===== config.mk =====
export PLATFORM = sky130hd
export DESIGN_NAME = phy_lock_seq
export DESIGN_NICKNAME = d
export VERILOG_FILES = /design/src/rtl/phy_seq_pkg.sv /design/src/rtl/phy_seq_timer.sv /design/src/rtl/phy_seq_tries.sv /design/src/rtl/phy_seq_ctrl.sv /design/src/rtl/phy_lock_seq.sv
export SDC_FILE = /design/constraint.sdc
export NUM_CORES = 1
export LEC_CHECK = 0
export BUFFER_PORTS_ARGS = -buffer_cell sky130_fd_sc_hd__buf_2
export CORE_MARGIN = 8
export CORE_UTILIZATION = 51
export CTS_BUF_LIST = sky130_fd_sc_hd__clkbuf_2
export DETAILED_ROUTE_END_ITERATION = 6
export PLACE_DENSITY = 0.79
export SYNTH_ARGS = -nofsm -noshare
export SYNTH_HDL_FRONTEND = slang
export SYNTH_SLANG_ARGS = --single-unit

===== constraint.sdc =====
create_clock -name clk -period 3.1 [get_ports clk]
set_input_delay 0.155 -clock clk [delete_from_list [all_inputs] [get_ports clk]]
set_output_delay 0.155 -clock clk [all_outputs]
set_load 0.1 [all_outputs]

===== src/rtl/phy_seq_pkg.sv =====
package phy_seq_pkg;

    localparam int PHY_DW = 16;

    typedef enum logic [1:0] {
        OP_ADDR  = 2'd0,
        OP_WRITE = 2'd1,
        OP_READ  = 2'd2
    } phy_op_e;

    typedef enum logic [1:0] {
        ERR_NONE      = 2'd0,
        ERR_HANDSHAKE = 2'd1,
        ERR_LOCK      = 2'd2
    } seq_err_e;

    typedef enum logic [2:0] {
        S_IDLE,
        S_SETTLE,
        S_RST_ADDR,
        S_RST_WR,
        S_GAP,
        S_POLL_ADDR,
        S_POLL_RD
    } seq_state_e;

    typedef struct packed {
        logic              valid;
        phy_op_e           op;
        logic [PHY_DW-1:0] data;
    } phy_cmd_t;

    // Command presented to the register master for a given sequencer state.
    function automatic phy_cmd_t cmd_for_state(
        input seq_state_e        st,
        input logic [PHY_DW-1:0] rst_reg,
        input logic [PHY_DW-1:0] rst_val,
        input logic [PHY_DW-1:0] lane_reg
    );
        phy_cmd_t c;
        c = '{valid: 1'b0, op: OP_ADDR, data: '0};
        unique case (st)
            S_RST_ADDR:  c = '{valid: 1'b1, op: OP_ADDR,  data: rst_reg};
            S_RST_WR:    c = '{valid: 1'b1, op: OP_WRITE, data: rst_val};
            S_POLL_ADDR: c = '{valid: 1'b1, op: OP_ADDR,  data: lane_reg};
            S_POLL_RD:   c = '{valid: 1'b1, op: OP_READ,  data: '0};
            default:     c = '{valid: 1'b0, op: OP_ADDR,  data: '0};
        endcase
        return c;
    endfunction

endpackage


===== src/rtl/phy_seq_timer.sv =====
module phy_seq_timer #(
    parameter int CNT_W = 8
) (
    input  logic             clk,
    input  logic             rst,
    input  logic             run_i,
    input  logic [CNT_W-1:0] limit_i,
    output logic             expire_o
);
    logic [CNT_W-1:0] cnt_q;

    assign expire_o = run_i && (cnt_q == limit_i - CNT_W'(1));

    always_ff @(posedge clk) begin
        if (rst || !run_i || expire_o) begin
            cnt_q <= '0;
        end else begin
            cnt_q <= cnt_q + CNT_W'(1);
        end
    end
endmodule


===== src/rtl/phy_seq_tries.sv =====
module phy_seq_tries #(
    parameter int MAX_TRIES = 10
) (
    input  logic clk,
    input  logic rst,
    input  logic clr_i,
    input  logic inc_i,
    output logic last_o
);
    localparam int TW = $clog2(MAX_TRIES + 1);

    logic [TW-1:0] cnt_q;

    // High while the attempt in flight is the final one allowed.
    assign last_o = (cnt_q == TW'(MAX_TRIES - 1));

    always_ff @(posedge clk) begin
        if (rst || clr_i) begin
            cnt_q <= '0;
        end else if (inc_i) begin
            cnt_q <= cnt_q + TW'(1);
        end
    end
endmodule


===== src/rtl/phy_seq_ctrl.sv =====
module phy_seq_ctrl
    import phy_seq_pkg::*;
(
    input  logic       clk,
    input  logic       rst,
    input  logic       start_i,
    input  logic       cmd_done_i,
    input  logic       cmd_timeout_i,
    input  logic       lock_bit_i,
    input  logic       tmr_expire_i,
    input  logic       tries_last_i,
    output seq_state_e state_o,
    output logic       tmr_run_o,
    output logic       tmr_long_o,
    output logic       tries_clr_o,
    output logic       tries_inc_o,
    output logic       done_o,
    output seq_err_e   err_code_o,
    output logic       clk_en_o
);
    seq_state_e state_q;
    logic       done_q;
    seq_err_e   err_q;
    logic       clk_en_q;
    logic       accept;
    logic       resp_ok;

    assign accept      = (state_q == S_IDLE) && start_i;
    assign resp_ok     = cmd_done_i && !cmd_timeout_i;
    assign tmr_run_o   = (state_q == S_SETTLE) || (state_q == S_GAP);
    assign tmr_long_o  = (state_q == S_SETTLE);
    assign tries_clr_o = accept;
    assign tries_inc_o = (state_q == S_POLL_RD) && resp_ok && !lock_bit_i;

    always_ff @(posedge clk) begin
        if (rst) begin
            state_q  <= S_IDLE;
            done_q   <= 1'b0;
            err_q    <= ERR_NONE;
            clk_en_q <= 1'b0;
        end else begin
            done_q <= 1'b0;
            unique case (state_q)
                S_IDLE: begin
                    if (start_i) begin
                        state_q  <= S_SETTLE;
                        err_q    <= ERR_NONE;
                        clk_en_q <= 1'b1;
                    end
                end
                S_SETTLE: begin
                    if (tmr_expire_i) state_q <= S_RST_ADDR;
                end
                S_GAP: begin
                    if (tmr_expire_i) state_q <= S_POLL_ADDR;
                end
                S_RST_ADDR, S_RST_WR, S_POLL_ADDR, S_POLL_RD: begin
                    if (cmd_timeout_i) begin
                        state_q  <= S_IDLE;
                        done_q   <= 1'b1;
                        err_q    <= ERR_HANDSHAKE;
                        clk_en_q <= 1'b0;
                    end else if (cmd_done_i) begin
                        if (state_q == S_RST_ADDR) begin
                            state_q <= S_RST_WR;
                        end else if (state_q == S_RST_WR) begin
                            state_q <= S_GAP;
                        end else if (state_q == S_POLL_ADDR) begin
                            state_q <= S_POLL_RD;
                        end else if (lock_bit_i) begin
                            state_q <= S_IDLE;
                            done_q  <= 1'b1;
                            err_q   <= ERR_NONE;
                        end else if (tries_last_i) begin
                            state_q  <= S_IDLE;
                            done_q   <= 1'b1;
                            err_q    <= ERR_LOCK;
                            clk_en_q <= 1'b0;
                        end else begin
                            state_q <= S_GAP;
                        end
                    end
                end
                default: state_q <= S_IDLE;
            endcase
        end
    end

    assign state_o    = state_q;
    assign done_o     = done_q;
    assign err_code_o = err_q;
    assign clk_en_o   = clk_en_q;
endmodule


===== src/rtl/phy_lock_seq.sv =====
module phy_lock_seq
    import phy_seq_pkg::*;
#(
    parameter int          SETTLE_CYC = 25000,
    parameter int          GAP_CYC    = 25000,
    parameter int          MAX_TRIES  = 10,
    parameter logic [15:0] RST_REG    = 16'h7F3F,
    parameter int          RST_BIT    = 0,
    parameter logic [15:0] LANE_REG   = 16'h2003,
    parameter int          LOCK_BIT   = 1
) (
    input  logic        clk,
    input  logic        rst,
    input  logic        start_i,
    output logic        busy_o,
    output logic        done_o,
    output logic        err_o,
    output logic [1:0]  err_code_o,
    output logic        clk_en_o,
    output logic        cmd_valid_o,
    output logic [1:0]  cmd_op_o,
    output logic [15:0] cmd_data_o,
    input  logic        cmd_done_i,
    input  logic        cmd_timeout_i,
    input  logic [15:0] cmd_rdata_i
);
    localparam int          WAIT_MAX = (SETTLE_CYC > GAP_CYC) ? SETTLE_CYC : GAP_CYC;
    localparam int          CNT_W    = $clog2(WAIT_MAX + 1);
    localparam logic [15:0] RST_VAL  = 16'(1) << RST_BIT;

    seq_state_e       state;
    seq_err_e         err_code;
    phy_cmd_t         cmd;
    logic             tmr_run;
    logic             tmr_long;
    logic             tmr_expire;
    logic [CNT_W-1:0] tmr_limit;
    logic             tries_clr;
    logic             tries_inc;
    logic             tries_last;

    assign tmr_limit = tmr_long ? CNT_W'(SETTLE_CYC) : CNT_W'(GAP_CYC);

    phy_seq_ctrl u_ctrl (
        .clk          (clk),
        .rst          (rst),
        .start_i      (start_i),
        .cmd_done_i   (cmd_done_i),
        .cmd_timeout_i(cmd_timeout_i),
        .lock_bit_i   (cmd_rdata_i[LOCK_BIT]),
        .tmr_expire_i (tmr_expire),
        .tries_last_i (tries_last),
        .state_o      (state),
        .tmr_run_o    (tmr_run),
        .tmr_long_o   (tmr_long),
        .tries_clr_o  (tries_clr),
        .tries_inc_o  (tries_inc),
        .done_o       (done_o),
        .err_code_o   (err_code),
        .clk_en_o     (clk_en_o)
    );

    phy_seq_timer #(.CNT_W(CNT_W)) u_timer (
        .clk     (clk),
        .rst     (rst),
        .run_i   (tmr_run),
        .limit_i (tmr_limit),
        .expire_o(tmr_expire)
    );

    phy_seq_tries #(.MAX_TRIES(MAX_TRIES)) u_tries (
        .clk   (clk),
        .rst   (rst),
        .clr_i (tries_clr),
        .inc_i (tries_inc),
        .last_o(tries_last)
    );

    assign cmd         = cmd_for_state(state, RST_REG, RST_VAL, LANE_REG);
    assign cmd_valid_o = cmd.valid;
    assign cmd_op_o    = cmd.op;
    assign cmd_data_o  = cmd.data;
    assign busy_o      = (state != S_IDLE);
    assign err_code_o  = err_code;
    assign err_o       = (err_code != ERR_NONE);
endmodule


# After elaboration in Yosys (flattened, before gate mapping)
# Index checks and enable logic that the tools add are counted.
# op_classes
mux	37
n_reduce_logical	21
eq_ne	18
n_addsub	2
bitwise_logic	1
# ops
operator	n
$pmux 19 s4	1
$mux 3	10
$ne 3x3->1 const B	6
$mux 2	8
$add 15x1->15 const B	1
$eq 15x15->1 const B	1
$mux 1	15
$pmux 3 s4	1
$eq 3x3->1 const B	3
$reduce_and 8->1	1
$reduce_and 7->1	1
$eq 3x2->1 const B	2
$logic_and 1x1->1	5
$add 4x1->4 const B	1
$eq 4x4->1 const B	1
$logic_or 1x1->1	4
$ne 2x1->1 const B	2
$ne 4x4->1 const B	1
$pmux 2 s2	1
$reduce_and 4->1	1
$reduce_bool 2->1	2
$reduce_or 4->1	1
$eq 3x1->1 const B	1
$logic_not 1->1	3
6 further kinds	6
# word_totals
elab_cells	85
input_bits	21
register_bits	26

# Depth between registers and ports, before layout
# Gate-level depths: netlist of the first run.
# logic_depth
word_depth	9
depth_mapped	7
depth_no_buf	7

# Cells and area by module
# From an unflattened synthesis of the first run, not the netlist that was laid out.
# unflattened
cells_unflattened	271
area_unflattened_um2	2143.3
# by_module_without_submodules
mod	cells_each	area_each_um2	seq_area_each_um2	instances
phy_seq_timer	153	1206.2	300.3	1
phy_seq_ctrl	71	566.8	140.1	1
phy_seq_tries	20	200.2	80.1	1
phy_lock_seq	27	170.2	0.0	1

# Worst setup path before layout of the first run
# Ideal clock, no wire load.
# synth_timing
kind	register to output
start	register u_ctrl.state_q[0] (netlist: u_ctrl.state_o[0])
end	output cmd_data_o[13]
arrival_ns	4.469
t_required_ns	2.945
setup_slack_ns	-1.524
path_buffers	2
stages_incl_launch_ff	5
path_cell_list	dfxtp_1 -> clkbuf_8 -> nor3_1 -> nand2b_1 -> buf_4
# synth_via
elab_chain_len	2
word_cells_on_any_way	5
# synth_lines
element	line	text
from (decl)	phy_seq_ctrl.sv:21	seq_state_e state_q;
from (signal assigned)	phy_seq_ctrl.sv:37	state_q <= S_IDLE;
from (signal assigned)	phy_seq_ctrl.sv:46	state_q <= S_SETTLE;
from (signal assigned)	phy_seq_ctrl.sv:52	if (tmr_expire_i) state_q <= S_RST_ADDR;
$eq 3x3->1 / $eq 3x2->1 (equally long branches)	phy_seq_pkg.sv:42	unique case (st)
$pmux 19 s4 *	phy_seq_pkg.sv:42	
to (decl)	phy_lock_seq.sv:22	output logic [15:0] cmd_data_o,
# Mark *: on every way between the ends. The rest lies on a longest branch, timed or not.

# Worst setup path in the final report of the first run
# layout_timing
start	register u_ctrl.state_q[1] (netlist: u_ctrl.state_o[1])
end	output cmd_data_o[1]
# Same word-level chain as after synthesis.

==> flow_summary.yaml, run 1 <==
worst_hold_path:
  hp-start: "cmd_rdata_i[1]"
  worst_hold_path.endpoint: "u_ctrl.err_code_o[1]"
  hold_depth: 4
  hp-class: "primary input to flop"
sta:
  slew_headroom_pct: 64.2
  tns_ns: 0
  hold_viol: 0
  max_clock_freq_ghz: 0.431
  skew_ns: 0.0216
  period_share_pct: 74.9
  setup_viol: 0
  hold_ws_ns: 0.0679
  rsz0062_at_grt: "false"
  tightest_slew_ns: 0.536
  slew_violations: 0
  period_needed_ns: 2.32
critical_path:
  reg2reg_to: "u_ctrl.state_o[0]"
  path_buf_inv: 2
  max_stage_delay_ns: 0.65
  path_class: "flop to output pin"
  cp_max_fo: 14
  crit_start: "u_ctrl.state_o[1]"
  rr_worst_depth: 6
  path_cells: "inv_1 > nor3_4 > nand2b_1 > buf_2"
  path_delay_family: "buffers and inverters"
  cp.required_ns: 2.94
  reg2reg_from: "u_timer.cnt_q[0]"
  worstPathArrival_ns: 2.17
  ff2ff_setup_slack_ns: 1.17
  critPathSlowestCell: "dfxtp_1"
  critPathLaunchType: "flop"
  end_kind: "output pin"
logic_synthesis:
  avgSynthCellArea_um2: 8.32
  netlist_instances: 179
  ys_seq_area_share_pct: 35.0
  yosysWarnings: 0
  synth.cell_area_mm2: 0.00149
  ys_seq_elements: 26
  synth_edf_count: 0
  synth-main-ff-cell: "dfxtp_1"
  synth.distinct_cells: 42
  async_flop_share_pct: 0
floorplan:
  die_h_um: 70.0
  ios: 46
  fp.dieW_um: 70.0
  dieArea_mm2: 0.00490
  start_util_pct: 54.0
  rows: 19
  core_mm2: 0.00276
global_route:
  grt-ovfl-total: 0
  grt_pass1_wl_um: 4800
  grt_max_degree: 17
  grt_pass1_vias: 1146
  grt_usage_pct: 11.4
  antenna_found_initial: 0
finish:
  fillCellCount: 250
  seq_area_um2: 520
  fin_util_pct: 56.2
  area.growth.synth_to_final_pct: 4.12
  instances_no_fill: 225
  multi_input_area_um2: 801
  n_antenna_cell: 0
  drive_gt1_share_pct: 20.1
  fin_nets: 219
run_status:
  outcome: "completed"
clocking:
  path_clk_slew_ns: 0.24
  cts_resized: 0
  clk_latency_ns: 0.36
  ctsHtreeMaxLevel: 1
  clock-sinks: 26
  clockBufferDepth: 2
  cts_buffers: 3
  cts_tree: "yes"
  postCtsSetupBuffers: 0
  cts_root_buf: "clkbuf_2"
placed_design:
  hpwlAfterDp_um: 2090
  portBuffers: 27
  gp_congestion: 0.824
  dpl.cell_count: 220
pwr:
  p_leak_nw: 0.668
  peakVddDrop_mv: 1.40
  power_density_mw_per_mm2: 899
flow_run:
  drv_cap: 0
detailed_routing:
  viasPerCell: 5.30
  ant_nets: 0
  drtPass1Iterations: 4
  remaining_drc_errors: 0
  routed_wl_um: 2750
  wl_per_cell_um: 12.2
  dr_total_vias: 1192
  drt_iter0_drc: 90
[per-stage QoR]
step                      power [mW]  setup WS (ns)  instance area [um2]
after CTS                       1.41          0.752                 1550
after global placement          1.27           1.22                 1520
after detailed placement        1.28           1.19                 1520
after global routing            1.46          0.582                 1550
after floorplan                 1.25          0.136                 1510
final                           1.39          0.779                 1550
[power by group]
group / total (mW) / leakage, nW / switching (mW) / internal (mW)
sequential: 0.413 / 0.210 / 0.0545 / 0.358
clock: 0.126 / 0.0140 / 0.0985 / 0.0280
combinational: 0.855 / 0.444 / 0.718 / 0.137
total: 1.39 / 0.668 / 0.871 / 0.523
[placed cells by master (no fill, tap or decap), drive strengths merged, types with 4 or more instances in the layout]
master  netlist  routed
a211oi        4       4
o21ai         5       5
nand2        16      16
a21oi         9       9
xnor2         8       8
nor2         26      26
inv           7       7
and3          5       5
dfxtp        26      26
nand4         4       4
nor3          4       4
xor2          8       8
nand3         7       7
buf          13      27
[state kept, by name, indices dropped and copies added, names as in the netlist]
signal	flops
u_ctrl.err_code_o	2
u_ctrl.done_o	1
u_ctrl.clk_en_o	1
u_tries.cnt_q	4
u_timer.cnt_q	15
u_ctrl.state_o	3
[layout make-up]
type                       instances  share of cell area (%)
clock buffer                       3                   0.969
clock inverter                     1                   0.242
inverter                           7                    1.69
multi-input combinational        129                    51.7
sequential                        26                    33.6
tap                               31                    2.50
timing repair buffer              28                    9.36
[worst max path at each step]
| stage | endpoint | cells past startpoint | slack (ns) |
|---|---|---|---|
| after floorplan | cmd_data_o[13] | 4 | 0.14 |
| after global placement | u_ctrl.state_o[0] | 6 | 1.22 |
| after detailed placement | u_ctrl.state_o[0] | 6 | 1.19 |
| after CTS | cmd_data_o[1] | 4 | 0.75 |
| after global routing | cmd_data_o[1] | 4 | 0.58 |
| final | cmd_data_o[1] | 4 | 0.78 |
[metal layers]
metal  part of all wire [%]  global-route usage (%)
met5                      0                       0
met2                     47                    20.0
met3                    7.6                    5.51
met1                     44                    11.5
met4                    1.6                    3.57
[timing repair]
action	in CTS	in global routing
hold buffers	1	0
endpoints found under the setup margin	0	0
endpoints found under the hold margin	2	0
[worst register-to-register path: stages, from the launching register on]
cell	delay, ns
dfxtp_1	0.45
ha_1	0.27
and2_2	0.18
nand4_1	0.13
a211o_2	0.40
or3b_1	0.37
a21oi_2	0.11
[logic make-up (layout without fill, tap and decap cells)]
logic type	Yosys count	after routing	synth area share (%)
AND/OR/NAND/NOR	80	80	28.2
AO/OA/AOI/OAI	27	27	12.1
flip-flops	26	26	35.0
other	1	3	0.252
XOR/XNOR	16	16	9.41
adder cells (fa/ha/maj)	3	3	2.52
buffers and inverters	26	39	12.5
[cells in the mapped netlist, drive strengths merged (3+ instances only)]
| master | instances | area share, % |
|---|---|---|
| a21oi | 9 | 3.3 |
| nor2 | 26 | 6.6 |
| inv | 7 | 1.8 |
| nand2 | 16 | 4.0 |
| a21o | 3 | 1.5 |
| o21ai | 5 | 1.7 |
| and3 | 5 | 2.2 |
| xnor2 | 8 | 4.7 |
| xor2 | 8 | 4.7 |
| ha | 3 | 2.5 |
| nand3 | 7 | 2.4 |
| dfxtp | 26 | 35 |
| nor3 | 4 | 1.3 |
| nand4 | 4 | 1.7 |
| buf | 13 | 6.6 |
| clkbuf | 6 | 4.2 |
| a211oi | 4 | 2.0 |
No activity file was read; power rests on OpenSTA's default activity.
==> inputs of run 2 (changes only) <==
Settings changed: CORE_UTILIZATION 51 to 47, PLACE_DENSITY 0.79 to 0.76.
Clock period 3.1 ns to 2 ns, I/O delays scaled along.
==> run 2 against run 1 <==
- setup slack lost 0.67 ns
- clock power grew 61%
- clock skew decreased by 0.010 ns
- first-iteration DRC count decreased by 19%
- via count up 5.6%
- largest power group unchanged
- sequential power grew 51%
- combinational power is 100% higher
- count of clock-buffer cells in the layout is the same
==> flow_summary.yaml, run 2 (synthesis gave the netlist of run 1 again) <==
floorplan:
  rows: 20
  ios: 46
  core_mm2: 0.00303
  fp.dieW_um: 72.3
  start_util_pct: 49.2
  dieArea_mm2: 0.00523
  die_h_um: 72.3
clocking:
  clock-sinks: 26
  cts_root_buf: "clkbuf_2"
  cts_tree: "yes"
  cts_buffers: 3
  path_clk_slew_ns: 0.25
  clk_latency_ns: 0.36
  ctsHtreeMaxLevel: 1
  clockBufferDepth: 2
pwr:
  p_leak_nw: 0.752
  intPower_mw: 1.10
  peakVddDrop_mv: 0.609
  p_sw_mw: 1.44
  netSwitchingFraction_pct: 56.7
  power.share.clock_pct: 8.0
  p_comb_share_pct: 67.5
  seq_power_share_pct: 24.6
  power_mw: 2.55
  power_density_mw_per_mm2: 1380
critical_path:
  worstPathArrival_ns: 2.20
  reg2reg_to: "u_ctrl.state_o[0]"
  end_kind: "flop"
  critPathLaunchType: "flop"
  cp_max_fo: 5
  ff2ff_setup_slack_ns: 0.10
  reg2reg_from: "u_timer.cnt_q[0]"
  cp.required_ns: 2.30
  path_class: "flop to flop"
  rr_worst_depth: 6
placed_design:
  dpl.cell_count: 240
  hpwlAfterDp_um: 2470
  gp_congestion: 0.813
  place_ws_ns: 0.187
  portBuffers: 27
  postPlaceCellArea_mm2: 0.00180
detailed_routing:
  remaining_drc_errors: 0
  viasPerCell: 5.12
  dr_total_vias: 1259
  wl_per_cell_um: 13.5
  drtPass1Iterations: 4
  ant_nets: 0
  routed_wl_um: 3320
  drt_iter0_drc: 73
global_route:
  grt_usage_pct: 12.3
  grt_pass1_wl_um: 5290
  grt_max_degree: 17
  grt-ovfl-total: 0
  grt_pass1_vias: 1157
  antenna_found_initial: 0
sta:
  finalWorstSetupSlack_ns: 0.105
  rsz0062_at_grt: "false"
  slew_violations: 0
  tns_ns: 0
  period_needed_ns: 1.90
  hold_viol: 0
  hold_ws_ns: 0.0267
  max_clock_freq_ghz: 0.528
  period_share_pct: 94.8
  skew_ns: 0.0112
  setup_viol: 0
finish:
  drive_gt1_share_pct: 25.7
  regMostFlops: "u_timer.cnt_q"
  final_common_cell: "nor2_1"
  area.growth.synth_to_final_pct: 23.9
  final_cell_mix: "nor2_1, dfxtp_1, nand2_1"
  largest_register_ffs: 15
  fillCellCount: 259
  instances_no_fill: 246
  fin_nets: 227
  n_antenna_cell: 0
  fin_util_pct: 61.0
  design_area_mm2: 0.00185
worst_hold_path:
  worst_hold_path.endpoint: "u_ctrl.clk_en_o"
  hp-start: "start_i"
  hold_depth: 3
  hp-class: "primary input to flop"
flow_run:
  drv_cap: 0
run_status:
  outcome: "completed"
==> run 2: how the worst max path moves through the flow <==
stage | from | endpoint | slack [ns] | depth (start not counted)
6_report | u_timer.cnt_q[0] | u_ctrl.state_o[0] | 0.10 | 6
5_1_grt | u_timer.cnt_q[0] | u_ctrl.state_o[0] | 0.01 | 6
4_1_cts | u_ctrl.state_o[0] | cmd_valid_o | 0.008 | 3
3_5_place_dp | u_ctrl.state_o[0] | u_ctrl.state_o[1] | 0.19 | 6
3_3_place_gp | u_timer.cnt_q[0] | u_ctrl.state_o[0] | 0.20 | 6
2_1_floorplan | u_ctrl.state_o[2] | cmd_data_o[13] | -0.30 | 4
==> run 2: power groups by stage <==
stage	logic [mW]	registers, mW	clock network (mW)
2_1_floorplan	1.30	0.674	0
3_3_place_gp	1.69	0.626	0
3_5_place_dp	1.71	0.630	0
4_1_cts	1.72	0.619	0.208
5_1_grt	1.78	0.632	0.223
6_report	1.72	0.625	0.203
==> run 2: area by class of cell <==
cell class	instances	area (um2)	area share [%]
Clock inverter	1	3.75	0.203
Timing Repair Buffer	36	393	21.3
Inverter	7	26.3	1.42
Multi-Input combinational cell	129	828	44.9
Tap cell	44	55.1	2.98
Sequential cell	26	524	28.4
Clock buffer	3	15.0	0.814
==> run 2: repair_timing <==
action | 4_1_cts | 5_1_grt
hold buffers | 2 | 0
setup endpoints to repair | 1 | 13
resized for setup | 1 | 3
endpoints found under the hold margin | 4 | 0
buffers inserted | 0 | 0
==> run 2: worst max-delay path, cell delays in order, from the launching register on <==
cell     delay, ns
dfxtp_1       0.46
ha_1          0.18
and2_2        0.15
nand4_1       0.13
a211o_2       0.40
or3b_1        0.39
a21oi_2       0.14
==> run 2: layer usage <==
metal | vias to the layer above | share of wire (%) | wire, um | GRT usage, %
li1 | 647 | - | - | -
met1 | 574 | 42 | 1390 | 13.8
met3 | 4 | 6.3 | 209 | 3.99
met2 | 34 | 51 | 1710 | 22.3
met5 | - | 0 | 0 | 0
met4 | 0 | 0.57 | 19 | 1.81
==> inputs of run 3 (changes only) <==
Settings changed: CORE_UTILIZATION 47 to 51, PLACE_DENSITY 0.76 to 0.77, SYNTH_HIERARCHICAL from default to 1.
==> run 3 against run 2 <==
- register-to-register slack worse by 0.28 ns
- sequential power down 1%
- critical endpoint is now u_ctrl/state_o[2]
- largest cell class unchanged
- highest routed layer unchanged
- the flow now finishes with violations (negative setup slack)
- global-route usage up 2.0 points
- via count up 60%
==> flow_summary.yaml, run 3 <==
run_status:
  outcome: "complete, but fails checks"
  violations: "negative setup slack"
floorplan:
  rows: 23
  dieArea_mm2: 0.00652
  core_mm2: 0.00403
  die_h_um: 80.8
  fp.dieW_um: 80.8
  ios: 46
  start_util_pct: 53.1
detailed_routing:
  wl_per_cell_um: 11.6
  dr_wl_met2_um: 2200
  routed_wl_um: 4730
  remaining_drc_errors: 0
  dr_total_vias: 2014
  drt_iter0_drc: 71
  wl_met3_um: 189
  top_layer_used: "met4"
  viasPerCell: 4.94
  wl_met1_um: 2300
  drtPass1Iterations: 4
  ant_nets: 0
pwr:
  peakVddDrop_mv: 1.19
  power_density_mw_per_mm2: 1320
  p_leak_nw: 1.18
  power_mw: 3.52
sta:
  rsz0062_at_grt: "true"
  period_share_pct: 109
  skew_ns: 0.0169
  slew_violations: 0
  tightest_slew_ns: 0.521
  tns_ns: -0.304
  hold_viol: 0
  hold_ws_ns: 0.0464
  slew_headroom_pct: 65.0
  period_needed_ns: 2.17
  finalWorstSetupSlack_ns: -0.172
  max_clock_freq_ghz: 0.460
  setup_viol: 3
global_route:
  grt_usage_pct: 14.3
  antenna_found_initial: 0
  grt_max_degree: 23
  grt_pass1_wl_um: 7820
  grt-ovfl-total: 0
  grt_pass1_vias: 1813
clocking:
  ctsHtreeMaxLevel: 1
  clockBufferDepth: 2
  cts_root_buf: "clkbuf_2"
  clock-sinks: 26
  holdBufCountCts: 0
  cts_buffers: 3
  path_clk_slew_ns: 0.25
  cts_tree: "yes"
  clk_latency_ns: 0.35
logic_synthesis:
  yosysWarnings: 6
  netlist_instances: 270
  synth.cell_area_mm2: 0.00214
  avgSynthCellArea_um2: 7.92
finish:
  fillCellCount: 374
  design_area_mm2: 0.00267
  instances_no_fill: 408
  n_antenna_cell: 0
  drive_gt1_share_pct: 23.2
  fin_nets: 384
  final_common_cell: "conb_1"
  final_cell_mix: "conb_1, nand2_1, a21oi_1, dfxtp_1, buf_4"
  regMostFlops: "u_timer/cnt_q"
  largest_register_ffs: 15
  multi_input_area_mm2: 0.00174
  area.growth.synth_to_final_pct: 25.0
  seq_area_um2: 527
placed_design:
  portBuffers: 27
  postPlaceCellArea_mm2: 0.00256
  hpwlAfterDp_um: 3590
  gp_congestion: 0.811
  dpl.cell_count: 404
worst_hold_path:
  hp-class: "primary input to flop"
critical_path:
  worstPathArrival_ns: 2.45
  max_stage_delay_ns: 0.47
  path_buf_inv: 0
  cp_max_fo: 5
  cp.required_ns: 2.27
  critPathSlowestCell: "or3_2"
  end_kind: "flop"
  critPathLaunchType: "flop"
  path_delay_family: "simple AND/OR/NAND/NOR gates"
  path_class: "flop to flop"
  path_cells: "or3_2 > a32o_1 > nor4_4 > and2_4 > or3_4 > a31oi_1 > a311oi_2"
flow_run:
  drv_cap: 0
[run 3: timing repair]
action,4_1_cts,5_1_grt
gates resized for setup,0,25
setup endpoints to repair,3,28
pin swaps,0,3
setup buffers,0,0
cloned,0,0
[run 3: worst paths after layout]
| kind | from | end | slack, ns | cells after the start |
|---|---|---|---|---|
| worst min-delay path | rst | u_ctrl/state_o[2] | 0.05 | 2 |
| worst max-delay path | u_timer/cnt_q[6] | u_ctrl/state_o[2] | -0.17 | 7 |
| worst max register to register | u_timer/cnt_q[6] | u_ctrl/state_o[2] | -0.17 | 7 |
| worst min register to register | u_ctrl/err_code_o[0] | u_ctrl/err_code_o[0] | 0.53 | 2 |
[run 3: layer usage]
layer / vias up / global-route usage [%]
li1: 1073 / -
met1: 906 / 19.2
met2: 31 / 23.6
met3: 4 / 1.66
met4: 0 / 4.11
met5: - / 0
[run 3: power breakdown]
part / internal, mW / leakage [nW] / switching, mW / total, mW
logic: 0.614 / 0.953 / 2.09 / 2.70
registers: 0.582 / 0.213 / 0.0374 / 0.619
clock network: 0.0434 / 0.0140 / 0.157 / 0.200
[run 3: through the flow]
step	worst slack, ns	util (%)
floorplan	-0.269	-
global placement	-0.105	63.5
detailed placement	-0.144	63.5
CTS	-0.197	64.0
global route	-0.285	66.3
finish	-0.172	66.3
[run 3: layout make-up]
cell class / count / share of cell area [%]
inverter: 9 / 1.26
clock buffer: 3 / 0.562
sequential: 26 / 19.7
timing repair buffer: 45 / 11.0
clock inverter: 1 / 0.140
multi-input combinational: 274 / 64.9
tap: 50 / 2.34
